<file path="src/rtl/dtemp_pkg.sv">
package dtemp_pkg;

    typedef enum logic {
        SRC_SENSOR = 1'b0,
        SRC_FW     = 1'b1
    } src_e;

endpackage

</file>
<file path="src/rtl/temp_sanitize.sv">
module temp_sanitize #(
    parameter int IN_W    = 16,
    parameter int FRAC_W  = 4,
    parameter int OUT_W   = 8,
    parameter int MAX_VAL = 127
) (
    input  logic [IN_W-1:0]  raw_i,
    output logic [OUT_W-1:0] clean_o
);

    localparam logic signed [IN_W-1:0] MAX_S = IN_W'(MAX_VAL);

    logic signed [IN_W-1:0] whole;

    always_comb begin
        whole = $signed(raw_i) >>> FRAC_W;
        if (whole < 0) begin
            clean_o = '0;
        end else if (whole > MAX_S) begin
            clean_o = OUT_W'(MAX_VAL);
        end else begin
            clean_o = whole[OUT_W-1:0];
        end
    end

    always_comb begin
        assert_clamp_range_R4: assert (clean_o <= OUT_W'(MAX_VAL));
    end

endmodule

</file>
<file path="src/rtl/temp_event_flag.sv">
module temp_event_flag (
    input  logic clk,
    input  logic rst,
    input  logic ot_i,
    input  logic clr_i,
    output logic flag_o
);

    typedef struct packed {
        logic flag;
        logic ot_prev;
    } evt_state_t;

    evt_state_t st_d, st_q;
    logic       rise;

    always_comb begin
        st_d         = st_q;
        rise         = ot_i && !st_q.ot_prev;
        st_d.ot_prev = ot_i;
        if (rise) begin
            st_d.flag = 1'b1;
        end else if (clr_i) begin
            st_d.flag = 1'b0;
        end
    end

    always_ff @(posedge clk) begin
        if (rst) begin
            st_q <= '0;
        end else begin
            st_q <= st_d;
        end
    end

    assign flag_o = st_q.flag;

    assert_set_on_rise_R8: assert property (@(posedge clk) disable iff (rst)
        (ot_i && !st_q.ot_prev) |=> flag_o);

    assert_sticky_R9: assert property (@(posedge clk) disable iff (rst)
        (flag_o && !clr_i) |=> flag_o);

    assert_clear_R9: assert property (@(posedge clk) disable iff (rst)
        (clr_i && !(ot_i && !st_q.ot_prev)) |=> !flag_o);

    assert_no_spurious_set_R8: assert property (@(posedge clk) disable iff (rst)
        (!flag_o && !(ot_i && !st_q.ot_prev)) |=> !flag_o);

endmodule

</file>
<file path="src/rtl/dimm_temp_reg.sv">
module dimm_temp_reg #(
    parameter int SENS_W     = 16,
    parameter int FRAC_W     = 4,
    parameter int TEMP_W     = 8,
    parameter int TEMP_MAX   = 127,
    parameter int RESET_TEMP = 85
) (
    input  logic              clk,
    input  logic              rst,
    input  logic [SENS_W-1:0] sens_raw_i,
    input  logic [TEMP_W-1:0] fw_temp_i,
    input  logic              src_sel_i,
    input  logic              lock_i,
    input  logic              cfg_wr_i,
    input  logic              cfg_wr_temp_i,
    input  logic [TEMP_W-1:0] cfg_wdata_i,
    input  logic              cfg_evt_clr_i,
    input  logic              overtemp_i,
    output logic [TEMP_W-1:0] temp_o,
    output logic              evt_o,
    output logic              wr_abort_o
);

    import dtemp_pkg::*;

    localparam logic [TEMP_W-1:0] RST_VAL = TEMP_W'(RESET_TEMP);

    typedef struct packed {
        logic [TEMP_W-1:0] temp;
        logic              abort;
    } reg_state_t;

    reg_state_t        st_d, st_q;
    logic [TEMP_W-1:0] sens_clean;
    logic [TEMP_W-1:0] hw_val;
    logic              byte_wr;
    logic              wr_ok;
    logic              wr_refused;
    logic              evt_clr;
    src_e              src;

    temp_sanitize #(
        .IN_W    (SENS_W),
        .FRAC_W  (FRAC_W),
        .OUT_W   (TEMP_W),
        .MAX_VAL (TEMP_MAX)
    ) u_sanitize (
        .raw_i   (sens_raw_i),
        .clean_o (sens_clean)
    );

    temp_event_flag u_event (
        .clk    (clk),
        .rst    (rst),
        .ot_i   (overtemp_i),
        .clr_i  (evt_clr),
        .flag_o (evt_o)
    );

    always_comb begin
        src        = src_e'(src_sel_i);
        byte_wr    = cfg_wr_i && cfg_wr_temp_i;
        wr_ok      = byte_wr && !lock_i;
        wr_refused = byte_wr && lock_i;
        evt_clr    = cfg_wr_i && cfg_evt_clr_i;
        hw_val     = (src == SRC_FW) ? fw_temp_i : sens_clean;

        st_d       = st_q;
        st_d.abort = wr_refused;
        if (wr_ok) begin
            st_d.temp = cfg_wdata_i;
        end else begin
            st_d.temp = hw_val;
        end
    end

    always_ff @(posedge clk) begin
        if (rst) begin
            st_q.temp  <= RST_VAL;
            st_q.abort <= 1'b0;
        end else begin
            st_q <= st_d;
        end
    end

    assign temp_o     = st_q.temp;
    assign wr_abort_o = st_q.abort;

    assert_write_taken_R6: assert property (@(posedge clk) disable iff (rst)
        (cfg_wr_i && cfg_wr_temp_i && !lock_i) |=> (temp_o == $past(cfg_wdata_i)));

    assert_abort_pulse_R7: assert property (@(posedge clk) disable iff (rst)
        (cfg_wr_i && cfg_wr_temp_i && lock_i) |=> wr_abort_o);

    assert_no_abort_R7: assert property (@(posedge clk) disable iff (rst)
        !(cfg_wr_i && cfg_wr_temp_i && lock_i) |=> !wr_abort_o);

    assert_fw_path_R5: assert property (@(posedge clk) disable iff (rst)
        (src_sel_i && !(cfg_wr_i && cfg_wr_temp_i && !lock_i)) |=> (temp_o == $past(fw_temp_i)));

    assert_sensor_range_R4: assert property (@(posedge clk) disable iff (rst)
        (!src_sel_i && !(cfg_wr_i && cfg_wr_temp_i && !lock_i)) |=> (temp_o <= TEMP_W'(TEMP_MAX)));

endmodule

</file>
<file path="config.mk">
export PLATFORM = sky130hd
export DESIGN_NAME = dimm_temp_reg
export DESIGN_NICKNAME = d
export VERILOG_FILES = /design/src/rtl/dtemp_pkg.sv /design/src/rtl/temp_sanitize.sv /design/src/rtl/temp_event_flag.sv /design/src/rtl/dimm_temp_reg.sv
export SDC_FILE = /design/constraint.sdc
export NUM_CORES = 1
export LEC_CHECK = 0
export BUFFER_PORTS_ARGS = -buffer_cell sky130_fd_sc_hd__clkbuf_2
export CORE_MARGIN = 2
export CORE_UTILIZATION = 30
export CTS_CLUSTER_DIAMETER = 150
export CTS_CLUSTER_SIZE = 16
export DETAILED_ROUTE_END_ITERATION = 8
export PLACE_DENSITY_LB_ADDON = 0.1
export SKIP_LAST_GASP = 1
export SLEW_MARGIN = 20
export SYNTH_ARGS = -nofsm -noshare
export SYNTH_HDL_FRONTEND = slang
export SYNTH_SLANG_ARGS = --single-unit
</file>
<file path="constraint.sdc">
create_clock -name clk -period 2 [get_ports clk]
set_clock_uncertainty 0.05 [all_clocks]
set_input_delay 0.4 -clock clk [delete_from_list [all_inputs] [get_ports clk]]
set_output_delay 0.4 -clock clk [all_outputs]
set_load 0.005 [all_outputs]
</file>
==> impl_metrics.csv, run 1 <==
group,metric,value,unit
power_and_ir_drop,power.density,659,nW/um^2
grt,use_met3,4.17,%
routing,detail-route-antenna-nets,0,
cells_and_area,syn2layout_area_growth,55.5,%
clock_tree,cts-root-buf,"clkbuf_4",
grt,grt_max_degree,14,
sta,finalSetupTns,0,ns
power_and_ir_drop,leakagePower,0.000361,uW
grt,grt_pass1_wl,2130,um
clock_tree,clock_sinks,11,
sta,timing_hold_violations_final,0,
clock_tree,clock_latency,0.26,ns
sta,post-route-period-util,62.5,%
critical_path,crit_type,"input port to flip-flop",
routing,dr.pass1.iters,4,
power_and_ir_drop,max-vdd-ir-drop,0.298,mV
synthesis,syn_nets,95,
routing,avgViaCountPerCell,4.82,
cells_and_area,final_cell_area,722,um^2
cells_and_area,fillCellCount,168,
routing,drt_iter0_markers,7,
critical_path,arrival,1.39,ns
sta,finalSetupViolCount,0,
place,gp_congestion,0.647,
floorplanning,dieArea,1880,um^2
clock_tree,h-tree-depth,1,
sta,worst_slack,0.750,ns
synthesis,netlist_area,464,um^2
grt,grt_use_met1,16.7,%
cells_and_area,nets,142,
floorplanning,io-pin-count,50,
cells_and_area,insertedDiodeCount,0,
clock_tree,path_clk_slew,0.07,ns
critical_path,cp-start-kind,"input port",
floorplanning,start_util,31.5,%
floorplanning,design.core.area,1470,um^2
sta,worstMarginPinSlew,0.491,ns
worst_hold_path,min_path_type,"input port to flip-flop",
critical_path,cp-end-kind,"flip-flop",
floorplanning,fp.dieH,43.3,um
clock_tree,ctsHoldBuffers,0,
cells_and_area,drive_gt1_share,49.5,%
grt,grt_use_met2,26.3,%
critical_path,path_max_fanout,13,
run,max_cap_viol_count,0,
grt,grt_overflow,0,
grt,grt_antenna_before_repair,0,
grt,grt_use_total,15.5,%
floorplanning,die_w,43.3,um
routing,wl_per_cell,10.6,um
sta,relSlewSlack,67.2,%
place,place_area,696,um^2
critical_path,crit_required,2.14,ns
status,outcome,"finished clean",
synthesis,ys_warn_count,0,
clock_tree,cts_buffers,3,
grt,first_global_vias,561,
clock_tree,cts.repair.resized,0,
clock_tree,tritoncts,"done",
synthesis,netlist_instances,55,
grt,top_usage_layer,"met2",
clock_tree,post_cts_buffers,0,
sta,rsz0062_at_grt,"false",
routing,num_vias,564,
floorplanning,num_rows,14,
sta,fmax,800,MHz
clock_tree,clockBufferDepth,2,
sta,min_period,1.25,ns
worst_hold_path,hold_depth,2,
routing,routed_wl,1240,um
synthesis,avgSynthCellArea,8.44,um^2
sta,drv_slew,0,
critical_path,r2r_cells,3,
cells_and_area,utilization,49.1,%
synthesis,yosysUniqueCellTypes,17,
place,dp_slack,0.473,ns
synthesis,ys_seq_elements,11,
routing,drc,0,
synthesis,ys_seq_area_share,47.4,%
place,dpl.hpwl,975,um
place,portBuffers,45,
-- layout by cell type, fill, tap and decap left out, types with 4 or more instances in the layout --
master    synthesis  layout
nor3_1            4       4
nand2_1           7       7
clkbuf_2          0      45
dfxtp_1          11      11
a31oi_1           4       4
o21ai_1           7       7
nor2_1            4       4
-- layer usage --
layer,routed length (um),vias to the layer above
met5,0,-
li1,-,295
met3,104,2
met1,527,241
met2,584,26
met4,19,0
-- critical path, cell delays in order --
cell and delay, ns:
clkbuf_2 0.09, nand3b_1 0.42, nor2b_1 0.31, a31oi_1 0.17
-- area by class of cell --
cell class	instances	area [um^2]	area share, %
Multi-Input combinational cell	41	230	31.9
Timing Repair Buffer	45	225	31.2
Sequential cell	11	220	30.5
Clock buffer	4	26.3	3.64
Tap cell	16	20.0	2.77
-- metrics by stage --
| stage | power, uW | hold slack, ns | cells |
|---|---|---|---|
| floorplan | 277 | 0.429 | 55 |
| global placement | 329 | 0.417 | 113 |
| detailed placement | 331 | 0.433 | 113 |
| CTS | 482 | 0.307 | 117 |
| global route | 505 | 0.330 | 117 |
| finish | 476 | 0.309 | 117 |
-- sequential cells by signal, summed over array words and instances, names as in the netlist --
signal          flops
u_event.st_q        1
wr_abort_o          1
temp_o              8
u_event.flag_o      1
-- power breakdown --
part	internal [uW]	switching [uW]
clock	77.0	74.2
sequential	234	3.96
combinational	47.5	38.7
-- cell families (layout without fill, tap and decap cells) --
group	after synthesis	after routing	share of synthesized area, %
DFF	11	11	47.4
AOI/OAI and AO/OA	17	17	21.8
and+or+nand+nor	24	24	27.8
buffers and inverters	3	49	2.96
-- synth_stat cells (all sizes together) --
cell	number	area, um^2
a21oi	3	15.0
a311oi	3	26.3
a31oi	4	25.0
and4b	1	10.0
buf	2	10.0
clkbuf	1	3.75
dfxtp	11	220
nand2	7	26.3
nand3	1	5.00
nand3b	1	7.51
nand4b	1	8.76
nor2	5	21.3
nor2b	3	18.8
nor3	4	20.0
o21ai	7	35.0
or4	1	11.3
-- worst paths after layout --
check | from | endpoint | slack [ns]
setup / recovery | lock_i | temp_o[2] | 0.75
hold / removal | overtemp_i | u_event.st_q[0] | 0.31
setup reg to reg | u_event.st_q[0] | u_event.flag_o | 1.34
hold reg to reg | u_event.flag_o | u_event.flag_o | 0.44
No activity file was read; power rests on OpenSTA's default activity.
==> run 2, diff against run 1 <==
==> constraint.sdc (replaced) <==
create_clock -name clk -period 1.2 [get_ports clk]
set_clock_uncertainty 0.05 [all_clocks]
set_input_delay 0.24 -clock clk [delete_from_list [all_inputs] [get_ports clk]]
set_output_delay 0.24 -clock clk [all_outputs]
set_load 0.005 [all_outputs]
==> impl_metrics.csv, run 2 (synthesis results as in run 1) <==
group,metric,value,unit
status,outcome,"finished clean",
critical_path,worstReg2RegEnd,"u_event.flag_o",
power_and_ir_drop,max-vdd-ir-drop,0.546,mV
worst_hold_path,hold_depth,2,
cells_and_area,final_common_cell,"clkbuf_2",
routing,drc,0,
grt,grt_use_total,15.2,%
critical_path,cp-start-kind,"input port",
sta,min_period,1.04,ns
cells_and_area,utilization,51.1,%
critical_path,cp-end-kind,"flip-flop",
sta,whs,0.147,ns
floorplanning,io-pin-count,50,
clock_tree,post_cts_buffers,0,
sta,relSlewSlack,82.4,%
sta,timing_hold_violations_final,0,
sta,finalSetupViolCount,0,
cells_and_area,final_cell_area,752,um^2
critical_path,cp_slowest_cell,"or4_4",
cells_and_area,fin_cells,121,
routing,drt_iter0_markers,4,
cells_and_area,syn2layout_area_growth,62.0,%
floorplanning,start_util,31.5,%
clock_tree,clock_latency,0.26,ns
floorplanning,dieArea,1880,um^2
critical_path,r2r_cells,3,
clock_tree,clock_sinks,11,
critical_path,worstReg2RegStart,"u_event.st_q[0]",
critical_path,critPathMaxStageDelay,0.58,ns
clock_tree,tritoncts,"done",
floorplanning,num_rows,14,
sta,rsz0062_at_grt,"false",
place,place_area,726,um^2
clock_tree,cts.repair.resized,0,
grt,first_global_vias,548,
routing,avgViaCountPerCell,4.65,
floorplanning,fp.dieH,43.3,um
cells_and_area,drive_gt1_share,51.4,%
clock_tree,clockBufferDepth,2,
clock_tree,h-tree-depth,1,
cells_and_area,largest_register_ffs,8,
run,max_cap_viol_count,0,
critical_path,path_cells,"clkbuf_2, or4_4, o21ai_1, a31oi_1",
grt,grt_max_degree,14,
sta,drv_slew,0,
routing,detail-route-antenna-nets,0,
worst_hold_path,holdPathEnd,"u_event.st_q[0]",
place,dpl.hpwl,980,um
critical_path,path_max_fanout,7,
worst_hold_path,min_path_type,"input port to flip-flop",
critical_path,reg2reg_setup_slack,0.54,ns
cells_and_area,top_register,"temp_o",
worst_hold_path,min_from,"overtemp_i",
clock_tree,cts_buffers,3,
power_and_ir_drop,power.density,1060,nW/um^2
place,dp.cells,117,
routing,num_vias,563,
place,portBuffers,45,
grt,grt_pass1_wl,2100,um
cells_and_area,insertedDiodeCount,0,
grt,grt_antenna_before_repair,0,
floorplanning,die_w,43.3,um
critical_path,arrival,1.13,ns
sta,worstMarginPinSlew,0.265,ns
routing,dr.pass1.iters,4,
routing,wl_per_cell,10.1,um
routing,routed_wl,1230,um
grt,grt_overflow,0,
floorplanning,design.core.area,1470,um^2
clock_tree,path_clk_slew,0.07,ns
sta,post-route-period-util,86.9,%
place,gp_congestion,0.645,
clock_tree,ctsHoldBuffers,0,
clock_tree,cts-root-buf,"clkbuf_4",
critical_path,crit_required,1.29,ns
cells_and_area,final_cell_mix,"clkbuf_2, dfxtp_1, nand2_1, o21ai_1",
sta,fmax,959,MHz
critical_path,crit_type,"input port to flip-flop",
cells_and_area,nets,146,
power_and_ir_drop,leakagePower,0.000380,uW
## run 2: report_power, final
group	total [uW]	switching [uW]	internal, uW
clock	249	121	129
combinational	151	64.7	86.6
sequential	397	6.29	391
## run 2: stage by stage
step | total power, uW | TNS, ns | worst slack, ns
final | 798 | 0 | 0.157
after global routing | 851 | 0 | 0.120
after CTS | 813 | 0 | 0.165
after detailed placement | 559 | -0.809 | -0.124
after global placement | 557 | -0.766 | -0.122
after floorplan | 462 | 0 | 0.00788
## run 2: worst max-delay path: cells and delay by family
family / cells / cell delay [ns]
AND/OR/NAND/NOR: 1 / 0.58
buffers and inverters: 1 / 0.08
AO/OA/AOI/OAI: 2 / 0.24
## run 2: area by class of cell
cell class                 count  area [um^2]
timing repair buffer          49          255
clock buffer                   4         26.3
sequential                    11          220
fill                         156          719
tap                           16         20.0
multi-input combinational     41          230
## run 2: how the worst max path moves through the flow
stage | depth (start not counted) | endpoint | slack, ns | startpoint
finish | 4 | temp_o[4] | 0.16 | sens_raw_i[11]
global route | 4 | temp_o[4] | 0.12 | sens_raw_i[11]
CTS | 4 | temp_o[1] | 0.17 | sens_raw_i[11]
detailed placement | 4 | temp_o[1] | -0.12 | sens_raw_i[11]
global placement | 4 | temp_o[5] | -0.12 | sens_raw_i[11]
floorplan | 3 | temp_o[1] | 0.008 | sens_raw_i[11]
## run 2: layer usage
metal	global-route usage, %	share of wire, %	vias up
li1	-	-	307
met1	15.7	41	228
met2	25.7	47	26
met3	5.00	11	2
met4	10.9	1.1	0
met5	0	0	-
